**src/rtl/preset_store_seq.sv**
```systemverilog
module preset_store_seq #(
  parameter int DW          = 8,
  parameter int AW          = 4,
  parameter int NCH         = 2,
  parameter int SAVE_CYC    = 24,
  parameter int RESTORE_CYC = 6,
  parameter int READ_CYC    = 3,
  parameter int PRESET_CYC  = 5
) (
  input  logic              clk,
  input  logic              rst_n,
  input  logic              req_valid,
  input  logic [2:0]        req_op,
  input  logic [AW-1:0]     req_addr,
  input  logic [DW-1:0]     req_data,
  input  logic              wp_n,
  input  logic              preset_n,
  output logic [NCH*DW-1:0] wiper_o,
  output logic              rd_valid,
  output logic [DW-1:0]     rd_data,
  output logic              rdy_n,
  output logic              lock,
  output logic              drop
);

  function automatic int maxi(int a, int b);
    return (a > b) ? a : b;
  endfunction

  localparam int NLOC = 1 << AW;
  localparam int MAXD = maxi(maxi(SAVE_CYC, RESTORE_CYC), maxi(READ_CYC, PRESET_CYC));
  localparam int CW   = $clog2(MAXD + 1);
  localparam int CHW  = (NCH > 1) ? $clog2(NCH) : 1;
  localparam logic [DW-1:0] MID   = DW'(1 << (DW - 1));
  localparam logic [AW-1:0] NCH_A = AW'(NCH);

  localparam logic [2:0] OP_NOP  = 3'd0;
  localparam logic [2:0] OP_WR   = 3'd1;
  localparam logic [2:0] OP_SAVE = 3'd2;
  localparam logic [2:0] OP_RST  = 3'd3;
  localparam logic [2:0] OP_RDNV = 3'd4;
  localparam logic [2:0] OP_RDW  = 3'd5;

  logic [DW-1:0] nv    [NLOC];
  logic [DW-1:0] wiper [NCH];
  logic [CW-1:0] cnt;
  logic [2:0]    op_q;
  logic [AW-1:0] addr_q;
  logic [DW-1:0] data_q;
  logic          pl_q;
  logic          drop_q;
  logic          rdv_q;
  logic [DW-1:0] rdd_q;

  logic busy, act_req, wp_block, rise, ch_ok_req, ch_ok_q;
  logic [DW-1:0] wip_sel;

  assign busy      = (cnt != '0) || pl_q;
  assign act_req   = req_valid && (req_op >= OP_WR) && (req_op <= OP_RDW);
  assign wp_block  = !wp_n && ((req_op == OP_WR) || (req_op == OP_SAVE));
  assign rise      = pl_q && preset_n;
  assign ch_ok_req = req_addr < NCH_A;
  assign ch_ok_q   = addr_q < NCH_A;
  assign wip_sel   = ch_ok_q ? wiper[addr_q[CHW-1:0]] : '0;

  assign rdy_n    = !busy;
  assign lock     = busy;
  assign drop     = drop_q;
  assign rd_valid = rdv_q;
  assign rd_data  = rdd_q;

  for (genvar g = 0; g < NCH; g++) begin : g_out
    assign wiper_o[g*DW +: DW] = wiper[g];
  end

  always_ff @(posedge clk) begin
    if (!rst_n) begin
      for (int i = 0; i < NLOC; i++) nv[i] <= (i < NCH) ? MID : '0;
      for (int c = 0; c < NCH; c++) wiper[c] <= MID;
      cnt    <= CW'(RESTORE_CYC);
      op_q   <= OP_RST;
      addr_q <= '0;
      data_q <= '0;
      pl_q   <= 1'b0;
      drop_q <= 1'b0;
      rdv_q  <= 1'b0;
      rdd_q  <= '0;
    end else begin
      rdv_q <= 1'b0;
      pl_q  <= !preset_n;
      if (!preset_n) begin
        cnt  <= '0;
        op_q <= OP_NOP;
        for (int c = 0; c < NCH; c++) wiper[c] <= MID;
        if (act_req) drop_q <= 1'b1;
      end else if (rise) begin
        for (int c = 0; c < NCH; c++) wiper[c] <= nv[c];
        cnt  <= CW'(PRESET_CYC);
        op_q <= OP_NOP;
        if (act_req) drop_q <= 1'b1;
      end else if (cnt != '0) begin
        if (act_req) drop_q <= 1'b1;
        cnt <= cnt - 1'b1;
        if (cnt == CW'(1)) begin
          case (op_q)
            OP_SAVE: nv[addr_q] <= ch_ok_q ? wiper[addr_q[CHW-1:0]] : data_q;
            OP_RST:  for (int c = 0; c < NCH; c++) wiper[c] <= nv[c];
            OP_RDNV: begin rdv_q <= 1'b1; rdd_q <= nv[addr_q]; end
            OP_RDW:  begin rdv_q <= 1'b1; rdd_q <= wip_sel; end
            default: ;
          endcase
        end
      end else if (act_req && !wp_block) begin
        op_q   <= req_op;
        addr_q <= req_addr;
        data_q <= req_data;
        case (req_op)
          OP_WR:   if (ch_ok_req) wiper[req_addr[CHW-1:0]] <= req_data;
          OP_SAVE: cnt <= CW'(SAVE_CYC);
          OP_RST:  cnt <= CW'(RESTORE_CYC);
          default: cnt <= CW'(READ_CYC);
        endcase
      end
    end
  end

  AST_PRESET_MID: assert property (@(posedge clk) disable iff (!rst_n)
    !preset_n |=> (wiper_o == {NCH{MID}}));

  AST_READ_AT_READY: assert property (@(posedge clk) disable iff (!rst_n)
    rd_valid |-> (rdy_n && $past(!rdy_n)));

  AST_WP_HOLD: assert property (@(posedge clk) disable iff (!rst_n)
    (!wp_n && req_valid && req_op == OP_WR && preset_n && !busy) |=> $stable(wiper_o));

  AST_DROP_STICKY: assert property (@(posedge clk) disable iff (!rst_n)
    drop |=> drop);

  AST_DROP_SET: assert property (@(posedge clk) disable iff (!rst_n)
    (busy && act_req) |=> drop);

  AST_LOCK_READY: assert property (@(posedge clk) disable iff (!rst_n)
    $fell(rdy_n) |-> lock);

endmodule

```
**config.mk**
```make
export PLATFORM = sky130hd
export DESIGN_NAME = preset_store_seq
export DESIGN_NICKNAME = d
export VERILOG_FILES = /design/src/rtl/preset_store_seq.sv
export SDC_FILE = /design/constraint.sdc
export NUM_CORES = 1
export LEC_CHECK = 0
export ABC_AREA = 0
export ABC_CLOCK_PERIOD_IN_PS = 3300
export BUFFER_PORTS_ARGS = -buffer_cell sky130_fd_sc_hd__buf_2
export CAP_MARGIN = 20
export CORE_ASPECT_RATIO = 0.9
export CORE_MARGIN = 10
export CORE_UTILIZATION = 53
export DETAILED_ROUTE_END_ITERATION = 8
export PLACE_DENSITY = 0.78
export SYNTH_ARGS = -nofsm -noshare
export SYNTH_HDL_FRONTEND = slang
export SYNTH_SLANG_ARGS = --single-unit
```
**constraint.sdc**
```tcl
create_clock -name clk -period 3.3 [get_ports clk]
set_input_delay 0.495 -clock clk [delete_from_list [all_inputs] [get_ports clk]]
set_output_delay 0.495 -clock clk [all_outputs]
set_load 0.02 [all_outputs]
```
==> impl_metrics.prom <==
# TYPE chip_impl_metric gauge
chip_impl_metric{name="power.combinational.fraction",unit="%"} 6.2
chip_impl_info{name="netlist_top_cells_count",value="edfxtp_1, nor2_1, nand2_1"} 1
chip_impl_metric{name="worst_skew_pair.late_latency",unit="ps"} 440
chip_impl_metric{name="cts_htree_levels",unit=""} 4
chip_impl_metric{name="portBuffers",unit=""} 47
chip_impl_metric{name="postRouteAntennaNets",unit=""} 0
chip_impl_metric{name="worst-path-max-fanout",unit=""} 21
chip_impl_info{name="cts_tree",value="yes"} 1
chip_impl_info{name="min_from",value="preset_n"} 1
chip_impl_metric{name="p_clk_share",unit="%"} 41.1
chip_impl_metric{name="synth_cell_types",unit=""} 49
chip_impl_metric{name="hpwlAfterDp",unit="mm"} 16.5
chip_impl_metric{name="power.share.switching",unit="%"} 23.9
chip_impl_metric{name="filler_cell_count",unit=""} 1146
chip_impl_metric{name="synthDominantCellAreaShare",unit="%"} 51.7
chip_impl_metric{name="route.vias.total",unit=""} 6011
chip_impl_metric{name="setup_viol",unit=""} 0
chip_impl_metric{name="numClockSinks",unit=""} 180
chip_impl_info{name="synth_most_common_cell",value="edfxtp_1"} 1
chip_impl_metric{name="internal_power",unit="mW"} 3.70
chip_impl_metric{name="cts_made_buffers",unit=""} 17
chip_impl_info{name="regToRegStartpoint",value="cnt[0]"} 1
chip_impl_metric{name="first_pass_iters",unit=""} 7
chip_impl_metric{name="detail_route.wl_per_cell",unit="µm"} 23.8
chip_impl_metric{name="die_span_x",unit="µm"} 152
chip_impl_metric{name="crit_arrival",unit="ps"} 3080
chip_impl_metric{name="placedInstanceArea",unit="µm²"} 8850
chip_impl_metric{name="yosys_register_bits",unit=""} 180
chip_impl_info{name="rsz0062_at_grt",value="false"} 1
chip_impl_metric{name="timing.final.max_slew_violations",unit=""} 0
chip_impl_metric{name="floorplan.initialDensity",unit="%"} 54.2
chip_impl_metric{name="io_pins",unit=""} 48
chip_impl_metric{name="proportion_of_layout_cells_with_a_drive_suffix_above_1",unit="%"} 20.7
chip_impl_info{name="status",value="finished, final reports clean"} 1
chip_impl_metric{name="globalplace.congestion",unit=""} 0.975
chip_impl_metric{name="cellLeakagePower",unit="nW"} 3.44
chip_impl_info{name="cts_root_buf",value="clkbuf_16"} 1
chip_impl_info{name="timing.critical_path.from",value="cnt[0]"} 1
chip_impl_metric{name="grt_first_pass_wirelength",unit="mm"} 34.5
chip_impl_metric{name="grt_usage",unit="%"} 20.9
chip_impl_metric{name="placement_rows",unit=""} 43
chip_impl_metric{name="post-route-cell-area",unit="µm²"} 9430
chip_impl_metric{name="timing.critical_path.required",unit="ps"} 3450
chip_impl_metric{name="net-switching-power",unit="mW"} 1.16
chip_impl_metric{name="post_synthesis_net_count",unit=""} 710
chip_impl_metric{name="routed_via_density",unit=""} 6.36
chip_impl_metric{name="grt_antenna_before_repair",unit=""} 0
chip_impl_metric{name="synth_edf_count",unit=""} 144
chip_impl_metric{name="die_h",unit="µm"} 139
chip_impl_metric{name="cts_max_path_buffers",unit=""} 2
chip_impl_metric{name="num_antenna_cells",unit=""} 0
chip_impl_metric{name="maxCapViolCount",unit=""} 0
chip_impl_metric{name="p_total",unit="mW"} 4.86
chip_impl_metric{name="route.detailed.drc",unit=""} 0
chip_impl_info{name="worst_setup_path_end_kind",value="flop"} 1
chip_impl_metric{name="max-slew-margin-rel",unit="%"} 41.0
chip_impl_metric{name="clock-skew-final",unit="ps"} 13.4
chip_impl_metric{name="ys.warnings.count",unit=""} 0
chip_impl_metric{name="postCtsResizedCells",unit=""} 0
chip_impl_metric{name="synth_async_sr_flop_share",unit="%"} 0
chip_impl_metric{name="fin_setup_tns",unit="ps"} 0
chip_impl_info{name="synth_flop_cell",value="edfxtp_1"} 1
chip_impl_metric{name="cts_hold_buffers",unit=""} 0
chip_impl_metric{name="synthesis.area_per_instance",unit="µm²"} 12.2
chip_impl_info{name="worst_setup_path_start_kind",value="flop"} 1
chip_impl_metric{name="floorplan.core_area",unit="µm²"} 15400
chip_impl_metric{name="die_area",unit="µm²"} 21200
chip_impl_metric{name="vias_in_the_first_global_route",unit=""} 5818
chip_impl_metric{name="finalWirelength",unit="mm"} 22.5
chip_impl_metric{name="area_growth",unit="%"} 12.7
chip_impl_metric{name="syn_area",unit="µm²"} 8370
chip_impl_metric{name="seq_area_frac_synth",unit="%"} 60.3
chip_impl_metric{name="pd_cells",unit="nW/µm²"} 515
chip_impl_info{name="hold_class",value="primary input to flop"} 1
chip_impl_metric{name="synthesis.instances",unit=""} 687
chip_impl_metric{name="cts_setup_buffers",unit=""} 0
chip_impl_metric{name="vdd.ir_drop.worst",unit="µV"} 371
chip_impl_info{name="post-synth-top-area-cell",value="edfxtp_1"} 1
chip_impl_info{name="critical_path_class",value="flop to flop"} 1
chip_impl_metric{name="period_minus_slack",unit="ps"} 2930
chip_impl_metric{name="globalRouteOverflowTotal",unit=""} 0
chip_impl_metric{name="period_share",unit="%"} 88.8
chip_impl_metric{name="reg_clk_slew_reported_paths",unit="ps"} 70
chip_impl_metric{name="drt_iter0_markers",unit=""} 923
chip_impl_metric{name="max_freq",unit="MHz"} 341
chip_impl_metric{name="grt_start_max_net_pins",unit=""} 41
chip_impl_metric{name="seqPwrFrac",unit="%"} 52.7
chip_impl_metric{name="worstMarginPinSlew",unit="ps"} 882
chip_impl_metric{name="final_net_count",unit=""} 753
chip_impl_metric{name="report.final.hold_viol_count",unit=""} 0
chip_impl_info{name="synthTopCellsByArea",value="edfxtp_1, dfxtp_1, mux4_2"} 1
-- final cells by class --
type | instances | area [µm²] | area share, %
Clock inverter | 12 | 104 | 1.10
Timing Repair Buffer | 74 | 438 | 4.64
Sequential cell | 180 | 5050 | 53.5
Tap cell | 202 | 253 | 2.68
Multi-Input combinational cell | 446 | 3070 | 32.6
Inverter | 11 | 41.3 | 0.438
Clock buffer | 20 | 478 | 5.07
-- routing by layer --
metal	global-route usage, %	vias up	wire length, µm
met5	0	-	0
met4	6.12	0	551
met3	6.56	54	2610
met2	33.0	391	10600
met1	27.2	2928	8730
li1	-	2638	-
-- critical path: stages (launching register included) --
cell and delay (ps):
dfxtp_1 420, inv_1 100, ha_1 270, nor2b_1 300, and3_1 420, nand4b_2 530
o21ai_0 370, buf_4 220
-- metrics by stage --
stage | util, % | std cells | setup slack [ps] | hold WS, ps
floorplan | - | 687 | 812 | 457
global placement | 57.3 | 913 | 681 | 464
detailed placement | 57.3 | 913 | 444 | 494
CTS | 61.1 | 945 | 405 | 278
global route | 61.1 | 945 | 229 | 300
finish | 61.1 | 945 | 369 | 287
-- cells by family after synthesis --
kind of cell    Yosys count  share of synthesized area, %
buf+inv                  61                          3.02
flops                   180                          60.3
compound gates          116                          8.97
simple gates            256                          14.1
mux                      69                          13.0
fa+ha+maj                 4                         0.568
xor+xnor                  1                         0.105
-- sequential cells by signal (all words and copies together) (netlist names), named ones only --
signal    count
drop          1
wiper        16
rd_valid      1
addr_q        4
cnt           5
op_q          3
pl_q          1
nv          128
data_q        8
rd_data       8
-- cells in the final DEF, fill, tap and decap left out, drive strengths merged, types with 6 or more instances in the layout --
master  netlist  final
mux4         31     31
a21oi        24     24
nor2        138    138
edfxtp      144    144
a211oi        8      8
mux2          7      7
mux2i        31     31
clkbuf       33     20
o31ai        11     11
buf          17     74
o21ai        36     36
a22o         22     22
nand2b        8      8
nand4         6      6
inv          10     20
dfxtp        36     36
nand2        63     63
nor2b         9      9
-- worst paths after layout --
| kind | slack [ps] | endpoint | cells past startpoint |
|---|---|---|---|
| worst min-delay path | 290 | pl_q | 2 |
| worst max register to register | 370 | nv[9][1] | 7 |
| worst max-delay path | 370 | nv[9][1] | 7 |
| worst min register to register | 510 | drop | 2 |
-- power by group through the flow --
stage	Sequential, mW	Clock [mW]	Combinational [mW]
finish	2.56	1.99	0.302
global route	2.57	2.10	0.322
CTS	2.56	2.01	0.296
detailed placement	2.61	0	0.294
global placement	2.60	0	0.285
floorplan	2.60	0	0.176
(Power assumes the default switching activity.)
